**src/rtl/fts_pkg.sv**
```systemverilog
package fts_pkg;
  function automatic logic [15:0] wrap_line(input logic [15:0] sum, input logic [15:0] vt);
    return (sum >= vt) ? sum - vt : sum;
  endfunction
endpackage

```
**src/rtl/fts_counter.sv**
```systemverilog
module fts_counter #(
  parameter int          TS_W     = 32,
  parameter int          TICK_DIV = 1,
  parameter logic [31:0] TS_RESET = '0
) (
  input  logic            clk_i,
  input  logic            rst_ni,
  input  logic            vblank_i,
  input  logic            rd_open_i,
  output logic [TS_W-1:0] cur_o,
  output logic [TS_W-1:0] frame_o,
  output logic            tear_o
);
  logic            tick;
  logic [TS_W-1:0] cur_q, frame_q;
  logic            tear_q;

  generate
    if (TICK_DIV <= 1) begin : g_no_pre
      assign tick = 1'b1;
    end else begin : g_pre
      localparam int PW = $clog2(TICK_DIV);
      logic [PW-1:0] pre_q;
      always_ff @(posedge clk_i or negedge rst_ni) begin
        if (!rst_ni)                           pre_q <= '0;
        else if (pre_q == PW'(TICK_DIV - 1))   pre_q <= '0;
        else                                   pre_q <= pre_q + 1'b1;
      end
      assign tick = (pre_q == PW'(TICK_DIV - 1));
    end
  endgenerate

  always_ff @(posedge clk_i or negedge rst_ni) begin
    if (!rst_ni) begin
      cur_q   <= TS_W'(TS_RESET);
      frame_q <= '0;
      tear_q  <= 1'b0;
    end else begin
      if (tick)     cur_q   <= cur_q + 1'b1;
      if (vblank_i) frame_q <= cur_q;
      tear_q <= rd_open_i & (tear_q | vblank_i);
    end
  end

  assign cur_o   = cur_q;
  assign frame_o = frame_q;
  assign tear_o  = tear_q;

  AST_CUR_STEP: assert property (@(posedge clk_i) disable iff (!rst_ni)
    tick |=> cur_q == $past(cur_q) + 1'b1);
  AST_FRAME_CAPT: assert property (@(posedge clk_i) disable iff (!rst_ni)
    vblank_i |=> frame_q == $past(cur_q));
  AST_FRAME_HOLD: assert property (@(posedge clk_i) disable iff (!rst_ni)
    !vblank_i |=> $stable(frame_q));
  AST_TEAR_CLOSED: assert property (@(posedge clk_i) disable iff (!rst_ni)
    !rd_open_i |=> !tear_q);
endmodule

```
**src/rtl/fts_divider.sv**
```systemverilog
module fts_divider #(
  parameter int N_W = 48,
  parameter int D_W = 13
) (
  input  logic           clk_i,
  input  logic           rst_ni,
  input  logic [N_W-1:0] num_i,
  input  logic [D_W-1:0] den_i,
  output logic [N_W-1:0] quo_o,
  output logic           done_o
);
  localparam int CW = $clog2(N_W + 1);

  logic           busy_q, done_q;
  logic [CW-1:0]  cnt_q;
  logic [D_W:0]   rem_q;
  logic [D_W-1:0] den_q;
  logic [N_W-1:0] quo_q;
  logic [D_W:0]   r_sh, rem_nx;
  logic           ge;

  always_comb begin
    r_sh   = {rem_q[D_W-1:0], quo_q[N_W-1]};
    ge     = r_sh >= {1'b0, den_q};
    rem_nx = ge ? r_sh - {1'b0, den_q} : r_sh;
  end

  always_ff @(posedge clk_i or negedge rst_ni) begin
    if (!rst_ni) begin
      busy_q <= 1'b0;
      done_q <= 1'b0;
      cnt_q  <= '0;
      rem_q  <= '0;
      den_q  <= '0;
      quo_q  <= '0;
    end else begin
      done_q <= 1'b0;
      if (!busy_q) begin
        busy_q <= 1'b1;
        cnt_q  <= CW'(N_W);
        rem_q  <= '0;
        den_q  <= den_i;
        quo_q  <= num_i;
      end else begin
        rem_q <= rem_nx;
        quo_q <= {quo_q[N_W-2:0], ge};
        cnt_q <= cnt_q - 1'b1;
        if (cnt_q == CW'(1)) begin
          busy_q <= 1'b0;
          done_q <= 1'b1;
        end
      end
    end
  end

  assign quo_o  = quo_q;
  assign done_o = done_q;

  AST_DONE_PULSE: assert property (@(posedge clk_i) disable iff (!rst_ni)
    done_q |=> !done_q);
  AST_DONE_IDLE: assert property (@(posedge clk_i) disable iff (!rst_ni)
    done_q |-> !busy_q);
endmodule

```
**src/rtl/fts_scanline.sv**
```systemverilog
module fts_scanline #(
  parameter int N_W = 48,
  parameter int D_W = 13
) (
  input  logic           clk_i,
  input  logic           rst_ni,
  input  logic [N_W-1:0] quo_i,
  input  logic           done_i,
  input  logic [D_W-1:0] vtotal_i,
  input  logic [D_W-1:0] vbs_i,
  output logic [D_W-1:0] line_o,
  output logic           valid_o
);
  import fts_pkg::*;

  logic [D_W-1:0] vt_m1, elapsed, line_d, line_q;
  logic [D_W:0]   sum;
  logic           have_q, valid_q;

  always_comb begin
    vt_m1   = vtotal_i - 1'b1;
    elapsed = (quo_i > N_W'(vt_m1)) ? vt_m1 : quo_i[D_W-1:0];
    sum     = {1'b0, elapsed} + {1'b0, vbs_i};
    line_d  = D_W'(wrap_line(16'(sum), 16'(vtotal_i)));
  end

  always_ff @(posedge clk_i or negedge rst_ni) begin
    if (!rst_ni) begin
      line_q  <= '0;
      have_q  <= 1'b0;
      valid_q <= 1'b0;
    end else begin
      valid_q <= done_i;
      if (done_i) begin
        line_q <= line_d;
        have_q <= 1'b1;
      end
    end
  end

  assign line_o  = have_q ? line_q : vbs_i;
  assign valid_o = valid_q;

  AST_LINE_RANGE: assert property (@(posedge clk_i) disable iff (!rst_ni)
    (valid_q && vtotal_i != '0 && $stable(vtotal_i)) |-> line_q < vtotal_i);
  AST_LINE_HOLD: assert property (@(posedge clk_i) disable iff (!rst_ni)
    (have_q && !done_i) |=> $stable(line_q));
  AST_VALID_PULSE: assert property (@(posedge clk_i) disable iff (!rst_ni)
    valid_q |=> !valid_q);
endmodule

```
**src/rtl/frame_ts_unit.sv**
```systemverilog
module frame_ts_unit #(
  parameter int          TS_W     = 32,
  parameter int          LINE_W   = 13,
  parameter int          RATIO_W  = 16,
  parameter int          TICK_DIV = 1,
  parameter logic [31:0] TS_RESET = '0
) (
  input  logic               clk_i,
  input  logic               rst_ni,
  input  logic               vblank_i,
  input  logic               rd_open_i,
  input  logic [LINE_W-1:0]  htotal_i,
  input  logic [LINE_W-1:0]  vtotal_i,
  input  logic [LINE_W-1:0]  vblank_start_i,
  input  logic [RATIO_W-1:0] ratio_i,
  output logic [TS_W-1:0]    cur_ts_o,
  output logic [TS_W-1:0]    frame_ts_o,
  output logic               tear_o,
  output logic [LINE_W-1:0]  scanline_o,
  output logic               valid_o
);
  localparam int N_W = TS_W + RATIO_W;

  logic [TS_W-1:0] cur, frame, delta;
  logic [N_W-1:0]  num, quo;
  logic            done;

  fts_counter #(.TS_W(TS_W), .TICK_DIV(TICK_DIV), .TS_RESET(TS_RESET)) u_cnt (
    .clk_i, .rst_ni, .vblank_i, .rd_open_i,
    .cur_o(cur), .frame_o(frame), .tear_o
  );

  assign delta = cur - frame;
  assign num   = N_W'(delta) * N_W'(ratio_i);

  fts_divider #(.N_W(N_W), .D_W(LINE_W)) u_div (
    .clk_i, .rst_ni, .num_i(num), .den_i(htotal_i), .quo_o(quo), .done_o(done)
  );

  fts_scanline #(.N_W(N_W), .D_W(LINE_W)) u_line (
    .clk_i, .rst_ni, .quo_i(quo), .done_i(done),
    .vtotal_i, .vbs_i(vblank_start_i), .line_o(scanline_o), .valid_o
  );

  assign cur_ts_o   = cur;
  assign frame_ts_o = frame;

  AST_RESET_LINE: assert property (@(posedge clk_i) disable iff (!rst_ni)
    !$past(rst_ni) |-> scanline_o == vblank_start_i);
endmodule

```
**config.mk**
```make
export PLATFORM = sky130hd
export DESIGN_NAME = frame_ts_unit
export DESIGN_NICKNAME = d
export VERILOG_FILES = /design/src/rtl/fts_pkg.sv /design/src/rtl/fts_counter.sv /design/src/rtl/fts_divider.sv /design/src/rtl/fts_scanline.sv /design/src/rtl/frame_ts_unit.sv
export SDC_FILE = /design/constraint.sdc
export NUM_CORES = 2
export LEC_CHECK = 0
export ABC_AREA = 0
export BUFFER_PORTS_ARGS = -buffer_cell sky130_fd_sc_hd__buf_2
export CAP_MARGIN = 20
export CORE_AREA = 2 2 171 340
export CTS_BUF_LIST = sky130_fd_sc_hd__clkbuf_8 sky130_fd_sc_hd__clkbuf_16
export DETAILED_ROUTE_END_ITERATION = 6
export DIE_AREA = 0 0 173 342
export GPL_ROUTABILITY_DRIVEN = 0
export PLACE_DENSITY = 0.69
export SYNTH_ARGS = -nofsm -noshare
export SYNTH_HDL_FRONTEND = slang
export SYNTH_SLANG_ARGS = --single-unit
```
**constraint.sdc**
```tcl
create_clock -name clk_i -period 8 [get_ports clk_i]
set_clock_uncertainty 0.2 [all_clocks]
set_input_delay 1.2 -clock clk_i [delete_from_list [all_inputs] [get_ports clk_i]]
set_output_delay 1.2 -clock clk_i [all_outputs]
set_load 0.02 [all_outputs]
```
==> qor.txt <==
Root Driver -> clkbuf_16
HP Class -> reg -> reg
Commonest cells after routing, fill and taps aside -> 518 x inv_1, 457 x nand2_1, 399 x fa_1
FP Rows -> 124
Die X -> 173 um
Fin. Hold Viols -> 0
Die area -> 59200 um2
ANT nets after route -> 0
Busiest layer in global routing -> met2
Vias per cell -> 5.53
Reg-to-reg setup timing slack -> -0.47 ns
Total clock sinks -> 162
Critical Path RT -> 8.08 ns
Layout area overhead -> 21.9%
R2r worst-path depth -> 33
Drc violations -> 1
RSZ-0062 raised after global routing -> true
Clk_lat worst skew -> 0.44 ns
CTS tree -> done
Core footprint -> 56800 um2
Outcome -> finished, violations left
Most numerous cell on the critical path -> fa_1
Number of max-cap violations -> 0
CP Launch Type -> flip-flop
First-pass GRT wire length -> 131 mm
CP Launch Point -> u_cnt.cur_o[0]
Post-synthesis cell area -> 27900 um2
FF+latch count, synth -> 162
Antenna violations before repair -> 2
Crit path max fanout -> 7
Number of I/O pins -> 138
Total track usage -> 0.275
Critical path depth in cells -> 33
EDFF count, synth -> 0
Clock Path Buffers -> 2
Sequential element share of the synthesized area -> 0.145
CP max stage delay -> 0.56 ns
DR WL/cell -> 18.3 um
Post-route minimum period -> 8.47 ns
CP Buf/Inv Count -> 8
Most common cell after layout, fill and taps aside -> inv_1
Number of vias after detailed routing -> 24200
Synth warn -> 0
Cells after Synth -> 3239
Worst R2R End -> u_div.quo_o[42]
Vias in the first global route -> 25500
Post-CTS Hold Buffers -> 0
Initial Utilization -> 0.492
Clock-pin transition on the worst setup and hold timing paths -> 0.07 ns
Share of cells above drive strength 1 -> 0.221
CTS Buf Count -> 17
Tcrit/Tclk final -> 1.06
Detailed Routing Iterations Pass 1 -> 7
Height of the die -> 342 um
HPWL after DPL -> 63.8 mm
Placement Setup Slack -> -0.587 ns
Avg Cell Area, Syn -> 8.63 um2
Met2 GRT Util -> 0.477
Dpl cell area -> 32100 um2
Crit Path Class -> reg -> reg
Largest net degree at the start of global routing -> 95
Fmax -> 118 MHz
Global Route met1 Usage -> 0.357
1st-iter DRT viols -> 1559
WHS Path Cells -> 1
Slowest stage cell, crit path -> fa_1
Worst R2R Start -> u_cnt.cur_o[0]
Crit. End Element -> flip-flop
Global route overflow -> 0
CP top delay family -> adder cells
Crit path DAT -> 8.55 ns
Relative slew slack -> 0.380
Syn_nets -> 3927
Setup ws final -> -0.471 ns
Synth cell types -> 74
Final Slew Violations -> 0
Final nets -> 4295
Port Buffer Count -> 137
Final wirelength -> 80.2 mm
Failing checks -> design-rule violations, negative setup slack
Htree depth -> 4
Post-synth ARST share -> 1.00
Fin area -> 34100 um2
Top FF cell, synth -> dfrtp_1
Setup TNS -> -7.92 ns
Worst-margin pin slew -> 0.929 ns
Crit path to -> u_div.quo_o[42]
Final setup fails -> 26
Met3 usage -> 0.0348
Diode count -> 0
-- per-layer routing --
metal | wire length [um] | share of wire | vias up
li1 | - | - | 11100
met1 | 32400 | 0.40 | 12100
met2 | 40400 | 0.50 | 830
met3 | 4750 | 0.059 | 186
met4 | 2660 | 0.033 | 2
met5 | 13 | 0.00016 | -
-- final cells by class --
type / count / area, um2
clock buffer: 17 / 425
clock inverter: 14 / 130
fill: 4898 / 22700
inverter: 546 / 2050
multi-input combinational: 2361 / 22400
sequential: 162 / 4060
tap: 756 / 946
timing repair buffer: 519 / 4070
-- worst min path at each step --
| stage | startpoint | to | slack [ns] |
|---|---|---|---|
| global route | u_cnt.cur_o[0] | u_cnt.cur_o[0] | 0.27 |
| detailed placement | u_cnt.cur_o[0] | u_cnt.cur_o[0] | 0.24 |
| CTS | u_cnt.cur_o[0] | u_cnt.cur_o[0] | 0.25 |
| global placement | u_cnt.cur_o[0] | u_cnt.cur_o[0] | 0.24 |
| floorplan | u_div.done_o | u_line.valid_o | 0.15 |
| finish | u_cnt.cur_o[0] | u_cnt.cur_o[0] | 0.25 |
-- what timing repair did --
action / CTS / global route
gates cloned: 1 / 0
setup endpoints to repair: 28 / 44
pin swaps: 83 / 90
resized for setup: 133 / 98
setup buffers: 21 / 24
-- cell families (layout without fill, tap and decap cells) --
| group | Yosys count | count (layout) | share of synthesized area |
|---|---|---|---|
| fa+ha+maj | 629 | 629 | 0.395 |
| mux | 65 | 65 | 0.0249 |
| compound gates | 488 | 488 | 0.114 |
| flops | 162 | 162 | 0.145 |
| buf+inv | 716 | 1096 | 0.0969 |
| simple gates | 1048 | 1048 | 0.183 |
| xor+xnor | 131 | 131 | 0.0411 |
-- registers in the layout (all words and copies together), names as in the netlist --
name,flops
u_cnt.tear_o,1
u_line.valid_o,1
u_cnt.frame_o,32
u_cnt.cur_o,32
u_div.busy_q,1
u_div.quo_o,48
u_line.line_q,13
u_div.rem_q,13
u_div.den_q,13
u_line.have_q,1
u_div.done_o,1
u_div.cnt_q,6
-- synthesized netlist by cell type, types with 5 or more instances --
| cell | number | area, um2 |
|---|---|---|
| nand2_1 | 475 | 1780 |
| fa_1 | 422 | 8450 |
| and2_1 | 173 | 1080 |
| a211o_1 | 8 | 70.1 |
| a211oi_1 | 11 | 82.6 |
| nand3_1 | 71 | 355 |
| nor2_1 | 75 | 282 |
| ha_1 | 207 | 2590 |
| nor4_1 | 33 | 206 |
| o31ai_1 | 9 | 67.6 |
| or2_2 | 7 | 43.8 |
| a21o_1 | 51 | 383 |
| and3_1 | 31 | 194 |
| clkbuf_1 | 154 | 578 |
| a21oi_1 | 117 | 586 |
| o21a_1 | 24 | 180 |
| nor3_1 | 32 | 160 |
| o221ai_1 | 12 | 105 |
| o211ai_1 | 24 | 180 |
| a41oi_1 | 5 | 43.8 |
| mux2_2 | 36 | 405 |
| a311oi_1 | 22 | 193 |
| nand4_1 | 15 | 93.8 |
| nor2b_1 | 76 | 475 |
| or4_1 | 7 | 52.6 |
| xnor2_1 | 89 | 780 |
| inv_1 | 546 | 2050 |
| a31oi_1 | 15 | 93.8 |
| nand3b_1 | 10 | 75.1 |
| o21bai_1 | 13 | 97.6 |
| dfrtp_1 | 162 | 4050 |
| buf_1 | 5 | 18.8 |
| mux2i_1 | 29 | 290 |
| buf_2 | 8 | 40.0 |
| o21ai_0 | 133 | 666 |
| nand2b_1 | 24 | 150 |
| and3b_1 | 7 | 61.3 |
| xor2_1 | 42 | 368 |
-- worst reg2reg max path: cells and delay by family, from the launching register on --
kind,cells,cell delay [ns]
xor gates and xnor gates,1,0.17
buffers and inverters,8,0.78
adders and majority gates,9,3.60
DFF,1,0.41
and+or+nand+nor,5,0.80
AOI/OAI and AO/OA,10,2.35
-- through the flow --
step / instances / util / hold WS [ns]
after floorplan: 3239 / - / 0.152
after global placement: 4300 / 0.566 / 0.237
after detailed placement: 4300 / 0.566 / 0.239
after CTS: 4352 / 0.590 / 0.250
after global routing: 4375 / 0.600 / 0.268
final: 4375 / 0.600 / 0.250
Power is left out: the tool's default activity adds up to more than one toggle a clock period on the data nets, which glitch-free logic cannot reach.
